==> config.mk <==
export PLATFORM = sky130hd
export DESIGN_NAME = ext_bus_ctrl
export DESIGN_NICKNAME = d
export VERILOG_FILES = /design/src/rtl/ext_bus_pkg.sv /design/src/rtl/ebc_dptr_bank.sv /design/src/rtl/ebc_req_arb.sv /design/src/rtl/ebc_bus_seq.sv /design/src/rtl/ext_bus_ctrl.sv
export SDC_FILE = /design/constraint.sdc
export NUM_CORES = 1
export LEC_CHECK = 0
export CAP_MARGIN = 20
export CORE_ASPECT_RATIO = 0.75
export CORE_MARGIN = 4
export CORE_UTILIZATION = 40
export DETAILED_ROUTE_END_ITERATION = 12
export DONT_BUFFER_PORTS = 1
export GPL_TIMING_DRIVEN = 1
export REMOVE_ABC_BUFFERS = 1
export SLEW_MARGIN = 20
export SYNTH_ARGS = -nofsm -noshare
export SYNTH_HDL_FRONTEND = slang
export SYNTH_SLANG_ARGS = --single-unit
==> constraint.sdc <==
create_clock -name clk_i -period 1.9 [get_ports clk_i]
set_input_delay 0 -clock clk_i [delete_from_list [all_inputs] [get_ports clk_i]]
set_output_delay 0 -clock clk_i [all_outputs]
set_load 0.1 [all_outputs]
==> src/rtl/ext_bus_pkg.sv <==
`timescale 1ns/1ps
package ext_bus_pkg;
  localparam int EB_DATA_W = 8;
  localparam int EB_ADDR_W = 16;

  typedef enum logic [2:0] {PH_IDLE, PH_T1, PH_T2, PH_T3, PH_T4} phase_e;
  typedef enum logic [1:0] {K_FETCH, K_READ, K_WRITE} kind_e;

  typedef struct packed {
    kind_e                 kind;
    logic [EB_ADDR_W-1:0]  addr;
    logic [EB_DATA_W-1:0]  wdata;
  } bus_req_t;
endpackage

==> src/rtl/ebc_dptr_bank.sv <==
`timescale 1ns/1ps
module ebc_dptr_bank #(
  parameter int NUM_DPTR = 2,
  parameter int ADDR_W   = 16,
  parameter int DATA_W   = 8,
  localparam int SEL_W   = (NUM_DPTR > 1) ? $clog2(NUM_DPTR) : 1
) (
  input  logic              clk_i,
  input  logic              rst_ni,
  input  logic              sel_wr_i,
  input  logic [DATA_W-1:0] sel_wdata_i,
  input  logic              ptr_wr_i,
  input  logic [ADDR_W-1:0] ptr_wdata_i,
  output logic [SEL_W-1:0]  sel_o,
  output logic [ADDR_W-1:0] ptr_o
);
  logic [SEL_W-1:0]  sel_q;
  logic [ADDR_W-1:0] ptr_q [NUM_DPTR];

  always_ff @(posedge clk_i or negedge rst_ni) begin
    if (!rst_ni)       sel_q <= '0;
    else if (sel_wr_i) sel_q <= sel_wdata_i[SEL_W-1:0];
  end

  for (genvar g = 0; g < NUM_DPTR; g++) begin : g_ptr
    always_ff @(posedge clk_i or negedge rst_ni) begin
      if (!rst_ni)                                ptr_q[g] <= '0;
      else if (ptr_wr_i && sel_q == SEL_W'(g))    ptr_q[g] <= ptr_wdata_i;
    end
  end

  assign sel_o = sel_q;
  assign ptr_o = ptr_q[sel_q];
endmodule

==> src/rtl/ebc_req_arb.sv <==
`timescale 1ns/1ps
module ebc_req_arb
  import ext_bus_pkg::*;
#(
  parameter int ONCHIP_BYTES = 16384
) (
  input  logic                 idle_i,
  input  logic                 ext_only_ni,
  input  logic                 fetch_req_i,
  input  logic [EB_ADDR_W-1:0] fetch_addr_i,
  input  logic                 data_req_i,
  input  logic                 data_we_i,
  input  logic                 data_ptr_i,
  input  logic [EB_DATA_W-1:0] ri_val_i,
  input  logic [EB_DATA_W-1:0] wdata_i,
  input  logic [EB_DATA_W-1:0] p2_latch_i,
  input  logic [EB_ADDR_W-1:0] dptr_i,
  output logic                 start_o,
  output bus_req_t             req_o
);
  logic fetch_ext;

  // external-only pin overrides the address split
  assign fetch_ext = fetch_req_i &&
                     (!ext_only_ni || (32'(fetch_addr_i) >= ONCHIP_BYTES));
  assign start_o   = idle_i && (fetch_ext || data_req_i);

  always_comb begin
    if (fetch_ext) begin
      req_o.kind  = K_FETCH;
      req_o.addr  = fetch_addr_i;
      req_o.wdata = '0;
    end else begin
      req_o.kind  = data_we_i ? K_WRITE : K_READ;
      req_o.addr  = data_ptr_i ? dptr_i : {p2_latch_i, ri_val_i};
      req_o.wdata = wdata_i;
    end
  end
endmodule

==> src/rtl/ebc_bus_seq.sv <==
`timescale 1ns/1ps
module ebc_bus_seq
  import ext_bus_pkg::*;
(
  input  logic                 clk_i,
  input  logic                 rst_ni,
  input  logic                 start_i,
  input  bus_req_t             req_i,
  input  logic [EB_DATA_W-1:0] p0_i,
  input  logic [EB_DATA_W-1:0] p2_latch_i,
  output logic                 idle_o,
  output logic                 stall_o,
  output logic                 done_o,
  output logic [EB_DATA_W-1:0] rdata_o,
  output logic [EB_DATA_W-1:0] p0_o,
  output logic                 p0_oe_o,
  output logic [EB_DATA_W-1:0] p2_o,
  output logic                 ale_o,
  output logic                 psen_no,
  output logic                 rd_no,
  output logic                 wr_no
);
  localparam int HI_W = EB_ADDR_W - EB_DATA_W;

  phase_e               phase_q;
  bus_req_t             req_q;
  logic [EB_DATA_W-1:0] rdata_q;
  logic                 done_q;
  logic                 strobe_ph;

  always_ff @(posedge clk_i or negedge rst_ni) begin
    if (!rst_ni) begin
      phase_q <= PH_IDLE;
      req_q   <= '0;
      rdata_q <= '0;
      done_q  <= 1'b0;
    end else begin
      done_q <= (phase_q == PH_T4);
      unique case (phase_q)
        PH_IDLE: if (start_i) begin
          phase_q <= PH_T1;
          req_q   <= req_i;
        end
        PH_T1: phase_q <= PH_T2;
        PH_T2: phase_q <= PH_T3;
        PH_T3: phase_q <= PH_T4;
        PH_T4: begin
          phase_q <= PH_IDLE;
          if (req_q.kind != K_WRITE) rdata_q <= p0_i; // sample before strobe rises
        end
        default: phase_q <= PH_IDLE;
      endcase
    end
  end

  assign strobe_ph = (phase_q == PH_T2) || (phase_q == PH_T3) || (phase_q == PH_T4);
  assign idle_o    = (phase_q == PH_IDLE);
  assign stall_o   = (phase_q == PH_T1) || (phase_q == PH_T2) || (phase_q == PH_T3);
  assign done_o    = done_q;
  assign rdata_o   = rdata_q;
  assign ale_o     = (phase_q == PH_T1);
  assign psen_no   = !(strobe_ph && req_q.kind == K_FETCH);
  assign rd_no     = !(strobe_ph && req_q.kind == K_READ);
  assign wr_no     = !(strobe_ph && req_q.kind == K_WRITE);
  assign p0_oe_o   = (phase_q == PH_T1) || (strobe_ph && req_q.kind == K_WRITE);
  assign p0_o      = (phase_q == PH_T1) ? req_q.addr[EB_DATA_W-1:0] : req_q.wdata;
  assign p2_o      = idle_o ? p2_latch_i : EB_DATA_W'(req_q.addr[EB_ADDR_W-1 -: HI_W]);
endmodule

==> src/rtl/ext_bus_ctrl.sv <==
`timescale 1ns/1ps
module ext_bus_ctrl
  import ext_bus_pkg::*;
#(
  parameter int ONCHIP_BYTES = 16384,
  parameter int NUM_DPTR     = 2,
  localparam int SEL_W       = (NUM_DPTR > 1) ? $clog2(NUM_DPTR) : 1
) (
  input  logic                 clk_i,
  input  logic                 rst_ni,
  input  logic                 ext_only_ni,
  input  logic                 fetch_req_i,
  input  logic [EB_ADDR_W-1:0] fetch_addr_i,
  input  logic                 data_req_i,
  input  logic                 data_we_i,
  input  logic                 data_ptr_i,
  input  logic [EB_DATA_W-1:0] ri_val_i,
  input  logic [EB_DATA_W-1:0] wdata_i,
  input  logic [EB_DATA_W-1:0] p2_latch_i,
  input  logic                 dps_wr_i,
  input  logic [EB_DATA_W-1:0] dps_wdata_i,
  input  logic                 dptr_wr_i,
  input  logic [EB_ADDR_W-1:0] dptr_wdata_i,
  output logic [SEL_W-1:0]     dps_o,
  output logic [EB_ADDR_W-1:0] dptr_o,
  output logic                 ready_o,
  output logic                 stall_o,
  output logic                 done_o,
  output logic [EB_DATA_W-1:0] rdata_o,
  output logic [EB_DATA_W-1:0] p0_o,
  output logic                 p0_oe_o,
  input  logic [EB_DATA_W-1:0] p0_i,
  output logic [EB_DATA_W-1:0] p2_o,
  output logic                 ale_o,
  output logic                 psen_no,
  output logic                 rd_no,
  output logic                 wr_no
);
  logic     idle, start;
  bus_req_t req;

  ebc_dptr_bank #(
    .NUM_DPTR (NUM_DPTR),
    .ADDR_W   (EB_ADDR_W),
    .DATA_W   (EB_DATA_W)
  ) u_dptr (
    .clk_i       (clk_i),
    .rst_ni      (rst_ni),
    .sel_wr_i    (dps_wr_i),
    .sel_wdata_i (dps_wdata_i),
    .ptr_wr_i    (dptr_wr_i),
    .ptr_wdata_i (dptr_wdata_i),
    .sel_o       (dps_o),
    .ptr_o       (dptr_o)
  );

  ebc_req_arb #(.ONCHIP_BYTES(ONCHIP_BYTES)) u_arb (
    .idle_i       (idle),
    .ext_only_ni  (ext_only_ni),
    .fetch_req_i  (fetch_req_i),
    .fetch_addr_i (fetch_addr_i),
    .data_req_i   (data_req_i),
    .data_we_i    (data_we_i),
    .data_ptr_i   (data_ptr_i),
    .ri_val_i     (ri_val_i),
    .wdata_i      (wdata_i),
    .p2_latch_i   (p2_latch_i),
    .dptr_i       (dptr_o),
    .start_o      (start),
    .req_o        (req)
  );

  ebc_bus_seq u_seq (
    .clk_i      (clk_i),
    .rst_ni     (rst_ni),
    .start_i    (start),
    .req_i      (req),
    .p0_i       (p0_i),
    .p2_latch_i (p2_latch_i),
    .idle_o     (idle),
    .stall_o    (stall_o),
    .done_o     (done_o),
    .rdata_o    (rdata_o),
    .p0_o       (p0_o),
    .p0_oe_o    (p0_oe_o),
    .p2_o       (p2_o),
    .ale_o      (ale_o),
    .psen_no    (psen_no),
    .rd_no      (rd_no),
    .wr_no      (wr_no)
  );

  assign ready_o = idle;
endmodule

==> summary.md, run 1 <==
| Metric | Value |
|---|---|
| Starting DRT DRC Count | `86` |
| Initial Util | `0.421` |
| WHS Endpoint | `u_seq.phase_q[0]$_DFFE_PN0P_` |
| Slew of the pin with the lowest slew margin | `1.08 ns` |
| Worst-path clk slew | `0.06 ns` |
| Cell family with most CP delay | `multiplexers` |
| Clk_skew | `roughly 0.0056 ns` |
| Final WL | `9.53 mm` |
| Area of the multi-input gates | `1530 sq um` |
| RD Place Congestion | `about 0.72` |
| FMAX | `517 MHz` |
| Top cell type's share of synthesized area | `0.523` |
| CP startpoint kind | `register` |
| Count of final setup violators | `8` |
| Synth Area per Inst | `~14 sq um` |
| Clock latency on the worst-skew pair | `0.32 ns` |
| CORE AREA | `8060 sq um` |
| Vias in the first global route | `2873` |
| DR WL/cell | `19.6 microns` |
| GRT overflow | `0` |
| Period utilisation layout | `1.02` |
| RSZ-0062 raised after global routing | `true` |
| I/O pin cnt | `130` |
| Slew HR | `0.276` |
| CP bufs+invs | `2` |
| Gate Count Post-Synth | `247` |
| CP required | `between 1.5 and 2 ns` |
| Worst hold path stage count | `3` |
| # clock sinks | `71` |
| PnR worst setup slack | `-0.0331 ns` |
| Crit path largest cell delay | `0.58 ns` |
| Synth Register Bits | `between 70 and 80` |
| HPWL Detailed | `6.24 mm` |
| First-pass GRT wire length | `15.0 mm` |
| Die area | `about 10000 sq um` |
| Sequential area share after synthesis | `0.523` |
| CP max-delay cell | `mux2_2` |
| Slew Limit Fails | `0` |
| Avg Vias per Cell | `5.20` |
| GRT Overall Usage | `0.197` |
| Filler Cell Count | `609` |
| Cell Area, Synth | `3400 sq um` |
| Final Hold Viols | `0` |
| Remaining routing DRC violations | `0` |
| Maxcap violations | `0` |
| Placed cells | `roughly 400` |
| Reg2reg setup slack | `about 0.09 ns` |
| Critical Path Fanout Max | `10` |
| Clock buffer depth | `2` |
| TritonCTS clock tree | `yes` |
| Antenna violations before repair | `0` |
| Fin Hold WS | `0.0420 ns` |
| Die Ht | `87.8 microns` |
| Terminus of the critical flop-to-flop path | `u_seq.req_q[9]$_DFFE_PN0P_` |
| Finished Layout Cells | `485` |
| HP Class | `input pin to register` |
| Htree depth | `3` |
| CP arrival | `1.93 ns` |
| Row cnt | `28` |
| Nets | `456` |
| Status | `finished with violations` |
| Most used cell, CP | `buf_4` |
| N_diodes | `0` |
| Root Driver | `clkbuf_16` |
| Vias | `2520` |
| Layout cell share with drive strength beyond 1 | `0.455` |
| Largest area contributor in the netlist | `dfrtp_1` |
| Yosys warns | `0` |
| R2r worst-path depth | `5` |
| Num CTS Buffers | `9` |
| Drt pass-1 iters | `4` |
| Worst-path cell chain | `buf_4 -> nor3b_2 -> buf_4 -> mux2_2` |
| Die width | `114 microns` |
| Reg2Reg Launch Point | `u_dptr.sel_o$_DFFE_PN0P_` |
| Synth cell types | `31` |
| CP Capture Type | `primary output` |
| Buffers on Ports | `0` |
| Top cells by area, synth | `dfrtp_1 (52%), mux2_2 (25%), mux2i_1 (4.4%)` |
| Area grow syn2layout | `50.2%` |
| Pre-CTS setup slack | `0.190 ns` |
| ANT nets after route | `0` |
| Failing checks | `negative setup slack` |
| Register Area | `1780 sq um` |
| Largest net degree at the start of global routing | `72` |
| Min cycle time layout | `1.93 ns` |
| Hold path start | `fetch_req_i` |
| Setup CP Type | `register to primary output` |
-- cells in the mapped netlist, drive strengths merged --
| cell | count |
|---|---|
| mux2 | 75 |
| dfrtp | 71 |
| nand2 | 18 |
| mux2i | 15 |
| buf | 14 |
| o221a | 14 |
| a22o | 9 |
| nor2 | 4 |
| nor3 | 3 |
| o21ai | 3 |
| a221o | 2 |
| and2 | 2 |
| and3 | 2 |
| clkbuf | 2 |
| inv | 2 |
| or3 | 2 |
| a21oi | 1 |
| and3b | 1 |
| nand2b | 1 |
| nor2b | 1 |
| nor3b | 1 |
| o21a | 1 |
| or3b | 1 |
| or4b | 1 |
| xnor2 | 1 |
-- flip-flops by register name, indices dropped and copies added (netlist names) --
signal	cells
u_seq.phase_q	3
u_seq.req_q	26
u_dptr.ptr_q	32
u_seq.done_o	1
u_dptr.sel_o	1
u_seq.rdata_o	8
-- per-layer routing --
metal  track usage  share of wire
met3        0.0539          0.065
met4        0.0583         0.0089
met1         0.245           0.43
met2         0.338           0.49
met5             0              0
-- logic make-up after synthesis --
logic type | share of synthesized area
AOI/OAI and AO/OA | 0.0903
DFF | 0.523
and+or+nand+nor | 0.0578
xor gates and xnor gates | 0.00258
muxes | 0.293
buffers and inverters | 0.0332
-- cell usage in the layout (no fill, tap or decap), types with 2 or more instances in the layout --
| cell type | Yosys | final |
|---|---|---|
| mux2_2 | 75 | 75 |
| dlygate4sd3_1 | 0 | 73 |
| dfrtp_1 | 71 | 70 |
| buf_4 | 1 | 47 |
| nand2_1 | 18 | 18 |
| mux2i_1 | 15 | 15 |
| o221a_2 | 12 | 12 |
| buf_12 | 0 | 11 |
| clkbuf_16 | 0 | 10 |
| a22o_1 | 9 | 9 |
| nor2_2 | 0 | 2 |
| or3_1 | 2 | 2 |
| nor2_1 | 4 | 2 |
| inv_1 | 2 | 2 |
| o21ai_1 | 2 | 2 |
| and3_1 | 2 | 2 |
| a221o_1 | 2 | 2 |
| o221a_1 | 2 | 2 |
| nor3_1 | 2 | 2 |
| clkbuf_1 | 2 | 2 |
| clkbuf_8 | 0 | 2 |
-- worst register-to-register path: cells and delay by family (launching register included) --
family | cells | cell delay, ns
buf+inv | 1 | 0.58
compound gates | 1 | 0.11
simple gates | 1 | 0.05
mux | 2 | 0.52
flops | 1 | 0.43
-- through the flow --
step                      utilization  setup TNS (ns)  cell area (sq um)
after floorplan                     -          -83.35               3290
after global placement          0.498               0               4020
after detailed placement        0.498               0               4020
after CTS                       0.630          -0.394               5080
after global routing            0.633          -0.703               5100
final                           0.633          -0.247               5100
-- layout make-up --
type / count / share of cell area
flip-flops and latches: 71 / 0.349
repair buffers: 133 / 0.266
clock buffers: 13 / 0.0510
well taps: 105 / 0.0258
multi-input cells: 158 / 0.299
clock inverters: 3 / 0.00834
inverters: 2 / 0.00147
-- how the worst max path moves through the flow --
stage / from / to / slack, ns / cells past startpoint
2_1_floorplan: u_seq.phase_q[1]$_DFFE_PN0P_ / p0_oe_o / -2.37 / 2
3_3_place_gp: u_seq.phase_q[0]$_DFFE_PN0P_ / u_seq.req_q[20]$_DFFE_PN0P_ / 0.23 / 5
3_5_place_dp: u_seq.phase_q[0]$_DFFE_PN0P_ / u_seq.req_q[21]$_DFFE_PN0P_ / 0.19 / 5
5_1_grt: u_seq.phase_q[2]$_DFFE_PN0P_ / p0_o[0] / -0.09 / 4
6_report: u_seq.phase_q[2]$_DFFE_PN0P_ / p0_o[6] / -0.03 / 4
4_1_cts: u_seq.phase_q[1]$_DFFE_PN0P_ / p0_o[6] / -0.05 / 4
-- repair_timing --
action	CTS	global route
setup buffers	0	3
endpoints found under the hold margin	139	0
hold buffers	74	0
gates cloned	0	0
setup endpoints to repair	9	12
pin swaps	0	0
gates resized for setup	0	1
Power of run 1 is left out: the tool's default activity adds up to more than one toggle a clock period on the data nets, which glitch-free logic cannot reach.
==> run 2, diff against run 1 <==
ABC_AREA = 1   (was default)
CORE_ASPECT_RATIO = default   (was 0.75)
HOLD_SLACK_MARGIN = 0.05   (was default)
==> run 2 against run 1 <==
Against the previous run: the run now ends clean; critical path depth rose by 4; non-clock buffer count fell by 5; fmax rose by 8.7%; area after synthesis rose by 6.4%; wire length rose by 12%; sequential cell count did not move; clock-buffer cell count fell by 3; critical path type is now register to register; highest routed layer unchanged.
==> summary.md, run 2 <==
| Metric | Value |
|---|---|
| Filler Cell Count | `around 750` |
| Tot Pwr | `0.0108 W` |
| Switch share | `0.567` |
| Leak pwr | `2.79 nW` |
| Most numerous cell in the Yosys netlist | `nand2_1` |
| Htree depth | `3` |
| Final Hold Viols | `0` |
| Most used cell, CP | `nand2_1` |
| Die width | `103 microns` |
| Die area | `10600 sq um` |
| CP bufs+invs | `2` |
| CP Capture Type | `register` |
| Die Ht | `~100 microns` |
| Utilization after layout | `0.624` |
| PnR worst setup slack | `between 0.1 and 0.15 ns` |
| Pwr Density | `1980 nW/um^2` |
| Initial Util | `0.412` |
| I/O pin cnt | `between 100 and 150` |
| N_diodes | `0` |
| Clk_skew | `0.00806 ns` |
| CP required | `2.13 ns` |
| Buffers on Ports | `0` |
| Worst-path cell chain | `buf_6 -> nand2_1 -> nand3_1 -> nand3_1 -> nand2_1 -> dlygate4sd3_1 -> nand2_1 -> nand2_1` |
| Nets | `690` |
| Cell Area, Synth | `between 3000 and 4000 sq um` |
| Clock latency on the worst-skew pair | `between 0.3 and 0.4 ns` |
| Area grow syn2layout | `51.3%` |
| Final WL | `10.6 mm` |
| Pre-CTS setup slack | `0.287 ns` |
| Clock power frac | `0.100` |
| Setup CP Type | `register to register` |
| HP Class | `input pin to register` |
| Commonest non-fill, non-tap cell in the layout | `nand2_1` |
| Largest net degree at the start of global routing | `72` |
| Slew HR | `0.512` |
| Combinational Power Share | `0.685` |
| Prevailing post-synth register cell | `dfrtp_1` |
| First-pass GRT wire length | `17.4 mm` |
| Post-synth EDFFs | `0` |
| Root Driver | `clkbuf_8` |
| CP max-delay cell | `dlygate4sd3_1` |
| Min cycle time layout | `between 1.5 and 2 ns` |
| CORE AREA | `8760 sq um` |
| DR WL/cell | `14.7 microns` |
| Setup tns final | `0 ns` |
| Avg Vias per Cell | `5.03` |
| Antenna violations before repair | `0` |
| Layout cell share with drive strength beyond 1 | `0.166` |
| Area after DPL | `between 4000 and 5000 sq um` |
| Commonest cells after routing, fill and taps aside | `nand2_1 (227), dlygate4sd3_1 (71), dfrtp_1 (70), nand3_1 (61), o21ai_0 (43)` |
| Num CTS Buffers | `9` |
| Share of total power in sequential cells | `0.215` |
| Synth Area per Inst | `7.33 sq um` |
| GRT overflow | `0` |
| HPWL Detailed | `6.92 mm` |
| TritonCTS clock tree | `yes` |
| Clock buffer depth | `2` |
| Yosys warns | `0` |
| Largest area contributor in the netlist | `dfrtp_1` |
| ANT nets after route | `0` |
| Max FFs per register | `32` |
| Synth Register Bits | `71` |
| Starting DRT DRC Count | `194` |
| Post-synth top cells | `nand2_1 (227), dfrtp_1 (71), nand3_1 (61)` |
| Synth cell types | `22` |
| GRT Overall Usage | `0.210` |
| Psw | `0.00613 W` |
| Status | `finished, final reports clean` |
| # clock sinks | `71` |
| Slew Limit Fails | `0` |
| CP arrival | `2.01 ns` |
| Worst-path clk slew | `roughly 0.080 ns` |
| CP startpoint kind | `register` |
| Sequential area share after synthesis | `0.492` |
| Slew of the pin with the lowest slew margin | `0.732 ns` |
| Top cells by area, synth | `dfrtp_1 (49%), nand2_1 (24%), nand3_1 (8.4%)` |
| Largest Register | `u_dptr.ptr_q` |
| Crit path largest cell delay | `0.55 ns` |
| Worst vdd ir | `0.00104 V` |
| Vias in the first global route | `approximately 3.6k` |
| Design Area, Final | `5470 sq um` |
| Critical Path Fanout Max | `17` |
| Period utilisation layout | `0.936` |
| Remaining routing DRC violations | `0` |
| Asr flop ratio synth | `1.00` |
| Drt pass-1 iters | `5` |
| Cell family with most CP delay | `buffers and inverters` |
| FMAX | `562 MHz` |
| Top cell type's share of synthesized area | `0.492` |
| Row cnt | `34` |
| Gate Count Post-Synth | `493` |
| RD Place Congestion | `0.832` |
| Count of final setup violators | `0` |
| Vias | `3634` |
| Pint | `0.00468 W` |
| Maxcap violations | `0` |
## run 2: stage by stage
stage	hold WS, ns	std cells
final	0.0765	722
after detailed placement	-0.294	633
after CTS	0.0612	722
after floorplan	-0.296	470
after global routing	0.0998	722
after global placement	-0.294	633
## run 2: logic make-up (layout without fill, tap and decap cells)
logic type | Yosys count | after routing | share of synthesized area
AOI/OAI and AO/OA | 55 | 55 | 0.0793
DFF | 71 | 71 | 0.492
and+or+nand+nor | 306 | 306 | 0.356
buffers and inverters | 61 | 182 | 0.0734
## run 2: layout make-up
cell class / count / area [sq um] / share of cell area
multi-input cells: 361 / 1620 / 0.295
repair buffers: 128 / 1620 / 0.296
well taps: 108 / 135 / 0.0247
clock inverters: 6 / 46.3 / 0.00847
flip-flops and latches: 71 / 1780 / 0.325
clock buffers: 10 / 128 / 0.0233
inverters: 38 / 148 / 0.0270
## run 2: final timing paths
check	from	slack (ns)	depth (start not counted)	end
hold reg to reg	u_seq.rdata_o[0]$_DFFE_PN0P_	0.48	2	u_seq.rdata_o[0]$_DFFE_PN0P_
min in group asynchronous	rst_ni	0.19	2	u_seq.rdata_o[2]$_DFFE_PN0P_
setup / recovery	u_dptr.sel_o$_DFFE_PN0P_	0.12	8	u_seq.req_q[18]$_DFFE_PN0P_
setup reg to reg	u_dptr.sel_o$_DFFE_PN0P_	0.12	8	u_seq.req_q[18]$_DFFE_PN0P_
max in group asynchronous	rst_ni	1.40	2	u_dptr.ptr_q[11]$_DFFE_PN0P_
hold / removal	ext_only_ni	0.08	5	u_seq.req_q[15]$_DFFE_PN0P_
## run 2: what timing repair did
item | CTS | global route
endpoints found under the hold margin | 139 | 0
buffers inserted | 0 | 0
setup endpoints to repair | 3 | 37
pin swaps | 0 | 0
hold buffers | 73 | 0
resized for setup | 1 | 6
## run 2: power groups by stage
stage | clock network (W) | logic [W] | registers [W]
after global placement | 0 | 0.00715 | 0.00231
after CTS | 0.00112 | 0.00741 | 0.00231
after detailed placement | 0 | 0.00720 | 0.00234
after global routing | 0.00118 | 0.00778 | 0.00239
after floorplan | 0 | 0.00417 | 0.00296
final | 0.00108 | 0.00741 | 0.00232
## run 2: worst register-to-register path: stages, from the launching register on
cell,delay [ns]
dfrtp_1,0.44
buf_6,0.19
nand2_1,0.09
nand3_1,0.14
nand3_1,0.11
nand2_1,0.05
dlygate4sd3_1,0.55
nand2_1,0.06
nand2_1,0.05
## run 2: per-layer routing
metal,global-route usage,vias to the layer above,share of wire
met4,0.0677,0,0.016
met2,0.348,118,0.50
met3,0.0413,16,0.057
met5,0,-,0
met1,0.276,1714,0.43
li1,-,1786,-
(Power assumes the default switching activity.)
